File: src/rtl/fe_dec_pkg.sv
package fe_dec_pkg;

   typedef enum logic [3:0] {
      OP_NONE = 4'd0,
      OP_INC  = 4'd1,
      OP_DEC  = 4'd2,
      OP_LDDS = 4'd3,
      OP_LDES = 4'd4,
      OP_LDSS = 4'd5,
      OP_SRET = 4'd6,
      OP_STRD = 4'd7,
      OP_CRWR = 4'd8
   } op_t;

   typedef enum logic [2:0] {
      ST_OPC   = 3'd0,
      ST_MODRM = 3'd1,
      ST_D0    = 3'd2,
      ST_D1    = 3'd3,
      ST_IMM   = 3'd4
   } st_t;

   localparam logic [7:0] SRET_MODRM = 8'h28;

endpackage

File: src/rtl/fe_modrm_class.sv
module fe_modrm_class
   import fe_dec_pkg::*;
(
   input  logic [7:0] modrm,
   input  logic       priv,
   output op_t        op,
   output logic       illegal
);

   logic [1:0] md;
   logic [2:0] ex;
   logic [2:0] rm;
   op_t        op_raw;
   logic       bad;

   assign md = modrm[7:6];
   assign ex = modrm[5:3];
   assign rm = modrm[2:0];

   always_comb begin
      op_raw = OP_NONE;
      bad    = 1'b0;
      case (ex)
         3'd0: op_raw = OP_INC;
         3'd1: op_raw = OP_DEC;
         3'd2: begin op_raw = OP_LDDS; bad = (md == 2'd3); end
         3'd3: begin op_raw = OP_LDES; bad = (md == 2'd3); end
         3'd4: begin op_raw = OP_LDSS; bad = (md == 2'd3); end
         3'd5: begin op_raw = OP_SRET; bad = (modrm != SRET_MODRM); end
         3'd6: begin op_raw = OP_STRD; bad = (md != 2'd3); end
         default: begin op_raw = OP_CRWR; bad = (md != 2'd3) || rm[2]; end
      endcase
      if ((ex >= 3'd2) && !priv) bad = 1'b1;
      illegal = bad;
      op      = bad ? OP_NONE : op_raw;
   end

endmodule

File: src/rtl/fe_operand_len.sv
module fe_operand_len (
   input  logic [7:0] modrm,
   output logic [1:0] disp_len,
   output logic       has_imm
);

   always_comb begin
      case (modrm[7:6])
         2'd1:    disp_len = 2'd1;
         2'd2:    disp_len = 2'd2;
         2'd0:    disp_len = (modrm[2:0] == 3'd6) ? 2'd2 : 2'd0;
         default: disp_len = 2'd0;
      endcase
      has_imm = (modrm[5:3] == 3'd6);
   end

endmodule

File: src/rtl/fe_disp_ext.sv
module fe_disp_ext #(
   parameter int BYTE_W      = 8,
   parameter int DISP_W      = 16,
   parameter bit SIGN_EXT_D8 = 1'b1
) (
   input  logic [BYTE_W-1:0] lo,
   input  logic [BYTE_W-1:0] hi,
   input  logic [1:0]        len,
   output logic [DISP_W-1:0] disp
);

   localparam int PAD_W = DISP_W - BYTE_W;

   logic [DISP_W-1:0] short_ext;

   generate
      if (SIGN_EXT_D8) begin : g_sext
         assign short_ext = {{PAD_W{lo[BYTE_W-1]}}, lo};
      end else begin : g_zext
         assign short_ext = {{PAD_W{1'b0}}, lo};
      end
   endgenerate

   always_comb begin
      case (len)
         2'd1:    disp = short_ext;
         2'd2:    disp = {hi, lo};
         default: disp = '0;
      endcase
   end

endmodule

File: src/rtl/fe_ext_decoder.sv
module fe_ext_decoder
   import fe_dec_pkg::*;
#(
   parameter int               BYTE_W      = 8,
   parameter int               DISP_W      = 16,
   parameter logic [BYTE_W-1:0] OPC_BYTE   = 8'hFE,
   parameter bit               SIGN_EXT_D8 = 1'b1
) (
   input  logic              clk,
   input  logic              rst_n,
   input  logic              in_valid,
   input  logic [BYTE_W-1:0] in_byte,
   output logic              in_ready,
   input  logic              priv_mode,
   output logic              dec_valid,
   output logic [3:0]        dec_op,
   output logic              dec_illegal,
   output logic [1:0]        dec_mode,
   output logic [2:0]        dec_ext,
   output logic [2:0]        dec_rm,
   output logic [1:0]        dec_disp_len,
   output logic [DISP_W-1:0] dec_disp,
   output logic [BYTE_W-1:0] dec_imm
);

   localparam int LEN_W = 2;

   generate
      if (BYTE_W != 8) begin : g_bad_byte_w
         $error("fe_ext_decoder: BYTE_W must be 8");
      end
      if (DISP_W != 2 * BYTE_W) begin : g_bad_disp_w
         $error("fe_ext_decoder: DISP_W must be twice BYTE_W");
      end
   endgenerate

   st_t               st_q;
   logic [BYTE_W-1:0] modrm_q, lo_q, hi_q, imm_q;
   op_t               op_q;
   logic              ill_q;
   logic [LEN_W-1:0]  len_q;
   logic              imm_need_q;
   logic              vld_q;
   logic              rdy_q;
   logic              acc;

   op_t               cls_op;
   logic              cls_ill;
   logic [LEN_W-1:0]  cur_len;
   logic              cur_imm;

   assign acc = in_valid && rdy_q;

   fe_modrm_class u_class (
      .modrm   (in_byte),
      .priv    (priv_mode),
      .op      (cls_op),
      .illegal (cls_ill)
   );

   fe_operand_len u_len (
      .modrm    (in_byte),
      .disp_len (cur_len),
      .has_imm  (cur_imm)
   );

   fe_disp_ext #(
      .BYTE_W      (BYTE_W),
      .DISP_W      (DISP_W),
      .SIGN_EXT_D8 (SIGN_EXT_D8)
   ) u_disp (
      .lo   (lo_q),
      .hi   (hi_q),
      .len  (len_q),
      .disp (dec_disp)
   );

   always_ff @(posedge clk) begin
      if (!rst_n) begin
         st_q       <= ST_OPC;
         modrm_q    <= '0;
         lo_q       <= '0;
         hi_q       <= '0;
         imm_q      <= '0;
         op_q       <= OP_NONE;
         ill_q      <= 1'b0;
         len_q      <= '0;
         imm_need_q <= 1'b0;
         vld_q      <= 1'b0;
         rdy_q      <= 1'b0;
      end else begin
         rdy_q <= 1'b1;
         vld_q <= 1'b0;
         if (acc) begin
            case (st_q)
               ST_OPC: begin
                  modrm_q    <= '0;
                  lo_q       <= '0;
                  hi_q       <= '0;
                  imm_q      <= '0;
                  len_q      <= '0;
                  imm_need_q <= 1'b0;
                  if (in_byte == OPC_BYTE) begin
                     st_q <= ST_MODRM;
                  end else begin
                     op_q  <= OP_NONE;
                     ill_q <= 1'b1;
                     vld_q <= 1'b1;
                  end
               end
               ST_MODRM: begin
                  modrm_q    <= in_byte;
                  op_q       <= cls_op;
                  ill_q      <= cls_ill;
                  len_q      <= cur_len;
                  imm_need_q <= cur_imm;
                  if (cur_len != 2'd0) begin
                     st_q <= ST_D0;
                  end else if (cur_imm) begin
                     st_q <= ST_IMM;
                  end else begin
                     st_q  <= ST_OPC;
                     vld_q <= 1'b1;
                  end
               end
               ST_D0: begin
                  lo_q <= in_byte;
                  if (len_q == 2'd2) begin
                     st_q <= ST_D1;
                  end else if (imm_need_q) begin
                     st_q <= ST_IMM;
                  end else begin
                     st_q  <= ST_OPC;
                     vld_q <= 1'b1;
                  end
               end
               ST_D1: begin
                  hi_q <= in_byte;
                  if (imm_need_q) begin
                     st_q <= ST_IMM;
                  end else begin
                     st_q  <= ST_OPC;
                     vld_q <= 1'b1;
                  end
               end
               ST_IMM: begin
                  imm_q <= in_byte;
                  st_q  <= ST_OPC;
                  vld_q <= 1'b1;
               end
               default: st_q <= ST_OPC;
            endcase
         end
      end
   end

   assign in_ready     = rdy_q;
   assign dec_valid    = vld_q;
   assign dec_op       = op_q;
   assign dec_illegal  = ill_q;
   assign dec_mode     = modrm_q[7:6];
   assign dec_ext      = modrm_q[5:3];
   assign dec_rm       = modrm_q[2:0];
   assign dec_disp_len = len_q;
   assign dec_imm      = imm_q;


   priv_gate_chk: assert property (@(posedge clk) disable iff (!rst_n)
      (st_q == ST_MODRM && acc && !priv_mode && in_byte[5:3] >= 3'd2) |=> ill_q);


   ill_no_op_chk: assert property (@(posedge clk) disable iff (!rst_n)
      (dec_valid && dec_illegal) |-> (dec_op == 4'd0));


   crwr_form_chk: assert property (@(posedge clk) disable iff (!rst_n)
      (dec_valid && dec_op == 4'd8) |-> (dec_mode == 2'd3 && dec_rm <= 3'd3));


   disp_two_chk: assert property (@(posedge clk) disable iff (!rst_n)
      (dec_valid && !dec_illegal && dec_mode == 2'd2) |-> (dec_disp_len == 2'd2));


   emit_after_accept_chk: assert property (@(posedge clk) disable iff (!rst_n)
      dec_valid |-> $past(acc));


   ready_hold_chk: assert property (@(posedge clk) disable iff (!rst_n)
      in_ready |=> in_ready);

endmodule

File: config.mk
export PLATFORM = sky130hd
export DESIGN_NAME = fe_ext_decoder
export DESIGN_NICKNAME = d
export VERILOG_FILES = /design/src/rtl/fe_dec_pkg.sv /design/src/rtl/fe_modrm_class.sv /design/src/rtl/fe_operand_len.sv /design/src/rtl/fe_disp_ext.sv /design/src/rtl/fe_ext_decoder.sv
export SDC_FILE = /design/constraint.sdc
export NUM_CORES = 1
export LEC_CHECK = 0
export ABC_AREA = 1
export BUFFER_PORTS_ARGS = -buffer_cell sky130_fd_sc_hd__buf_2
export CORE_MARGIN = 2
export CORE_UTILIZATION = 35
export DETAILED_ROUTE_END_ITERATION = 8
export PLACE_DENSITY_LB_ADDON = 0.1
export SLEW_MARGIN = 0
export SYNTH_ARGS = -nofsm -noshare
export SYNTH_HDL_FRONTEND = slang
export SYNTH_SLANG_ARGS = --single-unit
File: constraint.sdc
create_clock -name clk -period 2.4 [get_ports clk]
set_input_delay 0.48 -clock clk [delete_from_list [all_inputs] [get_ports clk]]
set_output_delay 0.48 -clock clk [all_outputs]
set_load 0.005 [all_outputs]
==> out/qor.txt, run 1 <==
CP required - 1920 ps
Slew headroom - 63.0%
Max VDD drop - 0.330 mV
Max-slew violations - 0
Final setup violating endpoints - 0
DR iter-0 viols - 111
Number of synthesized register bits - 45
CP max stage delay - 450 ps
I/O pin total - 53
Gate Count Post-Synth - 300
Clock root buffer - clkbuf_8
Tot GR Track Use - 17.7%
Simple-gate share of the synthesized area - 31.4%
Wire per inst - 13.3 um
Reg2reg setup slack - 870 ps
Worst-path cell chain - inv_1 -> ha_1 -> nor2_1 -> nor3b_1 -> buf_2
WHS - 449 ps
Design Area, Final - 0.00258 mm2
CP max FO - 8
Compound-cell area share of the yosys netlist - 17.9%
WP depth - 5
Crit path capture - dec_disp[1]
CTS Hold Bufs - 0
RePlAce Congestion - 0.856
Synth top area cells - dfxtp_1 (42%), a21oi_1 (12%), nand2_1 (12%)
Crit Path Class - register to output pin
Core Footprint - 0.00589 mm2
TNS Setup - 0 ps
Worst R2R Path Depth - 7
Critical Path Source - dec_disp_len[0]$_SDFFE_PN0P_
Most common cell after layout, fill and taps aside - nand2_1
Crit path time final - 2110 ps
Routed Antenna Nets - 0
H-tree levels - 2
Vias in the first global route - 1,818
Row cnt - 28
Leak - 1.12 nW
Initial antenna violation count - 0
Average size of a mapped cell - 7.07 um2
Worst slew pin tran - 553 ps
Hpwl dp - 4.20 mm
CTS Buf Count - 5
First-pass GRT wire length - 8.98 mm
Most frequent cells in the layout - nand2_1 (67), a21oi_1 (52), buf_2 (52)
Vias - 2,077
Synth Area in Adders - 1.18%
Overflow after GRT - 0
Fillcell total - 660
Sequential area share after synthesis - 42.5%
Reg area - 901 um2
Max_cap viols - 0
Combinational family with the most area after synthesis - simple AND/OR/NAND/NOR gates
CTS tree - done
Antenna Cells - 0
Post-CTS Resized - 0
Initial Util - 36.1%
First-pass DRT Iterations - 4
Status - complete, no violations
Fin nets - 364
Footprint of the multi-input gates - 0.00107 mm2
Total power - 1.46 mW
RR Startpoint - st_q[2]$_SDFFE_PN0P_
Post-CTS Repair Setup Buffers - 0
R2R Path End - st_q[2]$_SDFFE_PN0P_
Clk slew on worst S/H paths - 90 ps
P&R area growth vs syn - 21.4%
CP arrival - 1630 ps
Die H - 81.9 um
CP Launch Type - register
Layout cell share with drive strength beyond 1 - 22.8%
Clock sink count - 45
Buf/Inv on CP - 2
Die area - 0.00670 mm2
Slowest CP cell - nor2_1
Portion of netlist area occupied by mux cells - 0%
Top delay family on crit path - simple AND/OR/NAND/NOR gates
Max Fclk - 0.473 GHz
P per Cell Area - 567 mW/mm2
RSZ-0062 raised after global routing - false
Final hold violation count - 0
Cell taking the most area after synthesis - dfxtp_1
Synth warn - 0
Drt drc - 0
Synthesized Nets - 314
Total Wirelength - 5.69 mm
Yosys top cell area share - 42.5%
Cell area after synthesis - 0.00212 mm2
Clock tree buffer depth - 2
Worst Hold Class - primary input to register
Post-DP Area - 0.00246 mm2
Clock Latency Late Sink - 300 ps
Die Wd - 81.9 um
Largest net degree at the start of global routing - 19
Number of buffers added on ports - 52
Distinct cells, synth - 30
Fin crit share - 88.1%
Vias/cell - 4.88
Post-synthesis xor/xnor area fraction - 0%
Worst setup EP type - output pin
Clock skew - 11.7 ps
[Yosys cell counts, drive strengths merged]
| library cell | number |
|---|---|
| nand3b | 1 |
| nand2 | 73 |
| clkbuf | 7 |
| o21ai | 17 |
| dfxtp | 45 |
| a21oi | 52 |
| nand4 | 1 |
| nor3b | 8 |
| clkinv | 2 |
| a21boi | 1 |
| o21bai | 1 |
| buf | 5 |
| inv | 23 |
| nand3 | 15 |
| nor3 | 2 |
| nor2 | 37 |
| nor4 | 6 |
| o211ai | 2 |
| ha | 2 |
[per-layer routing]
| layer | wire length, um | GRT usage [%] | vias up |
|---|---|---|---|
| met5 | 0 | 0 | - |
| met4 | 40 | 5.33 | 0 |
| met3 | 361 | 3.74 | 2 |
| met2 | 2470 | 26.4 | 55 |
| li1 | - | - | 1099 |
| met1 | 2810 | 25.3 | 921 |
[layout make-up]
class	instances	area share (%)
Timing Repair Buffer	55	11.5
Sequential cell	45	35.0
Multi-Input combinational cell	218	41.5
Clock buffer	5	2.67
Tap cell	75	3.64
Inverter	25	3.93
Clock inverter	3	1.80
[sequential cells by signal, summed over array words and instances, names as in the netlist]
signal and flops:
dec_imm 8, hi_q 8, lo_q 8, modrm_q 8
dec_op 4, st_q 3, dec_disp_len 2, dec_illegal 1
dec_valid 1, imm_need_q 1, in_ready 1
[through the flow]
| step | cells | util (%) | setup slack (ps) |
|---|---|---|---|
| 2_1_floorplan | 300 | - | 639 |
| 3_3_place_gp | 418 | 41.8 | 581 |
| 3_5_place_dp | 418 | 41.8 | 589 |
| 4_1_cts | 426 | 43.8 | 237 |
| 5_1_grt | 426 | 43.8 | 93.1 |
| 6_report | 426 | 43.8 | 286 |
[worst reg2reg max path, cell delays in order (launching register included)]
cell and delay, ps:
dfxtp_1 380, inv_2 150, nand2_2 90, nor2_1 360, nand2_1 130, o21ai_1 160, nand2_1 80, a21oi_1 110
[worst min-delay path by stage]
stage	startpoint	endpoint	cells past startpoint
after CTS	rst_n	in_ready$_DFF_P_	1
after global placement	lo_q[3]$_SDFFE_PN0P_	lo_q[3]$_SDFFE_PN0P_	2
after detailed placement	lo_q[3]$_SDFFE_PN0P_	lo_q[3]$_SDFFE_PN0P_	2
after floorplan	lo_q[1]$_SDFFE_PN0P_	lo_q[1]$_SDFFE_PN0P_	2
after global routing	rst_n	in_ready$_DFF_P_	1
final	rst_n	in_ready$_DFF_P_	1
[kinds of logic (layout without fill, tap and decap cells)]
| logic type | after synthesis | count (layout) |
|---|---|---|
| AO/OA/AOI/OAI | 73 | 73 |
| adder cells (fa/ha/maj) | 2 | 2 |
| AND/OR/NAND/NOR | 143 | 143 |
| flip-flops | 45 | 45 |
| buffers and inverters | 37 | 88 |
[where the power goes]
group | leakage [nW] | internal [mW] | switching, mW | total, mW
sequential | 0.365 | 0.761 | 0.00646 | 0.767
combinational | 0.697 | 0.0355 | 0.0833 | 0.119
clock | 0.0543 | 0.312 | 0.263 | 0.574
total | 1.12 | 1.11 | 0.353 | 1.46
No activity file was read; power rests on OpenSTA's default activity.
==> run 2, diff against run 1 <==
--- a/config.mk
+++ b/config.mk
@@ -11,6 +11,7 @@
 export CORE_UTILIZATION = 35
 export DETAILED_ROUTE_END_ITERATION = 8
 export PLACE_DENSITY_LB_ADDON = 0.1
+export RECOVER_POWER = 100
 export SLEW_MARGIN = 0
 export SYNTH_ARGS = -nofsm -noshare
 export SYNTH_HDL_FRONTEND = slang
==> constraint.sdc (replaced) <==
create_clock -name clk -period 2.1 [get_ports clk]
set_input_delay 0.42 -clock clk [delete_from_list [all_inputs] [get_ports clk]]
set_output_delay 0.42 -clock clk [all_outputs]
set_load 0.005 [all_outputs]
==> run 2 against run 1 <==
Effect of this change:
- hold slack worse by 24 ps
- global-route usage is 1.1 points higher
- non-clock buffer count rose by 3
- critical endpoint is now dec_disp[11]
==> out/qor.txt, run 2 (synthesis results as in run 1) <==
Clock Latency Late Sink - 310 ps (about the same)
Crit Path Class - register to output pin
Overflow after GRT - 0 (unchanged)
Max VDD drop - 0.269 mV (-19%)
Fillcell total - 640 (-3.0%)
Post-placement cell count - 421 (+0.72%)
Clk slew on worst S/H paths - 90 ps (about the same)
Wire per inst - 14.0 um (+4.9%)
RSZ-0062 raised after global routing - false
Routed Antenna Nets - 0 (unchanged)
Max Fclk - 0.511 GHz
RR Startpoint - st_q[2]$_SDFFE_PN0P_
Reg2reg setup slack - 320 ps (-550 ps)
Die area - 0.00670 mm2 (unchanged)
Initial antenna violation count - 0 (unchanged)
P per Cell Area - 705 mW/mm2 (+24%)
Clock tree buffer depth - 2 (unchanged)
Vias in the first global route - 1,852 (+1.9%)
Status - complete, no violations
Max-slew violations - 0 (unchanged)
Design Area, Final - 0.00257 mm2 (-0.29%)
Clock skew - 8.29 ps (-3.36 ps)
Vias - 2,123 (+2.2%)
R2R Path End - hi_q[3]$_SDFFE_PN0P_
Layout cell share with drive strength beyond 1 - 15.3% (-7.5 points)
Place WS - 330 ps (-259 ps)
I/O pin total - 53 (unchanged)
Total Wirelength - 6.01 mm (+5.6%)
Core Footprint - 0.00589 mm2 (unchanged)
Worst Hold End - modrm_q[0]$_SDFFE_PN0P_
Worst R2R Path Depth - 9 (+2)
Slew headroom - 57.0% (-6.0 points)
Crit path time final - 1960 ps
H-tree levels - 2 (unchanged)
Largest net degree at the start of global routing - 17 (-2)
Max_cap viols - 0 (unchanged)
Row cnt - 28 (unchanged)
RePlAce Congestion - 0.844 (-1.5%)
Number of buffers added on ports - 52 (unchanged)
Clock root buffer - clkbuf_8
Worst hold stages - 3 (+2)
TNS Setup - 0 ps (unchanged)
Fin crit share - 93.1%
Final setup margin - 144 ps (-142 ps)
Antenna Cells - 0 (unchanged)
Clock sink count - 45 (unchanged)
Leak - 1.02 nW (-8.8%)
CTS Buf Count - 5 (unchanged)
Most frequent cells in the layout - nand2_1 (70), a21oi_1 (52), dfxtp_1 (45)
Total power - 1.81 mW (+24%)
Final hold violation count - 0 (unchanged)
Hpwl dp - 4.31 mm (+2.7%)
Die H - 81.9 um (unchanged)
CTS tree - done
DR iter-0 viols - 166 (+50%)
Post-DP Area - 0.00247 mm2 (+0.41%)
Final setup violating endpoints - 0 (unchanged)
CP max FO - 8 (unchanged)
Most common cell after layout, fill and taps aside - nand2_1
CP Launch Type - register
Post-route insts no fill - 429 (+0.70%)
Initial Util - 36.1% (unchanged)
Die Wd - 81.9 um (unchanged)
Drt drc - 0 (unchanged)
Vias/cell - 4.95 (+1.5%)
Worst Hold Class - primary input to register
Hold path start - in_byte[0]
First-pass DRT Iterations - 4 (unchanged)
CP arrival - 1540 ps (-90 ps)
Fin nets - 367 (+0.82%)
Worst slew pin tran - 645 ps (+91.6 ps)
Tot GR Track Use - 18.7% (+1.1 points)
CP required - 1680 ps (-240 ps)
P&R area growth vs syn - 21.0%
Worst setup EP type - output pin
First-pass GRT wire length - 9.46 mm (+5.4%)
[run 2: cell count changes in the layout (fill, tap and decap cells not counted), sizes merged]
cell    before  now
clkbuf       5   33
inv         23   24
bufinv       1    2
clkinv       3    1
buf         55   30
[run 2: per-stage QoR]
step,util [%],hold slack [ps]
global route,43.6,433
global placement,42.0,448
finish,43.6,425
CTS,44.4,378
detailed placement,42.0,454
floorplan,-,441
[run 2: how the worst max path moves through the flow]
stage                                       from  depth (start not counted)                   end
floorplan           dec_disp_len[0]$_SDFFE_PN0P_                          5           dec_disp[0]
global placement                        in_valid                          7  lo_q[0]$_SDFFE_PN0P_
detailed placement                      in_valid                          7  lo_q[7]$_SDFFE_PN0P_
CTS                 dec_disp_len[1]$_SDFFE_PN0P_                          5           dec_disp[5]
global route        dec_disp_len[1]$_SDFFE_PN0P_                          5          dec_disp[13]
finish              dec_disp_len[1]$_SDFFE_PN0P_                          5          dec_disp[11]
[run 2: cell type report]
type / count / area (um2) / share of cell area, %
repair buffers: 58 / 267 / 10.4
clock buffers: 5 / 68.8 / 2.68
multi-input cells: 218 / 1070 / 41.7
clock inverters: 3 / 68.8 / 2.68
well taps: 75 / 93.8 / 3.65
flip-flops and latches: 45 / 901 / 35.1
inverters: 25 / 97.6 / 3.80
[run 2: critical path: stages (launching register included)]
cell and delay (ps):
dfxtp_1 430, inv_1 80, ha_1 220, nand2_1 260
a21oi_1 120, clkbuf_1 120
[run 2: repair_timing]
item,CTS,global route
gates resized for setup,1,2
endpoints found under the setup margin,3,8
gates cloned,0,0
hold buffers,0,0
setup buffers,0,0
[run 2: layer usage]
metal	part of all wire, %	vias to the layer above	track usage, %
met3	4.6	5	4.07
met5	0	-	0
met1	51	971	27.4
met2	43	48	27.4
li1	-	1099	-
met4	1.2	0	5.50
[run 2: report_power, final]
| group | internal [mW] | leakage [nW] | switching (mW) |
|---|---|---|---|
| combinational | 0.0389 | 0.585 | 0.0955 |
| clock | 0.479 | 0.0687 | 0.320 |
| sequential | 0.870 | 0.365 | 0.00773 |
| total | 1.39 | 1.02 | 0.423 |
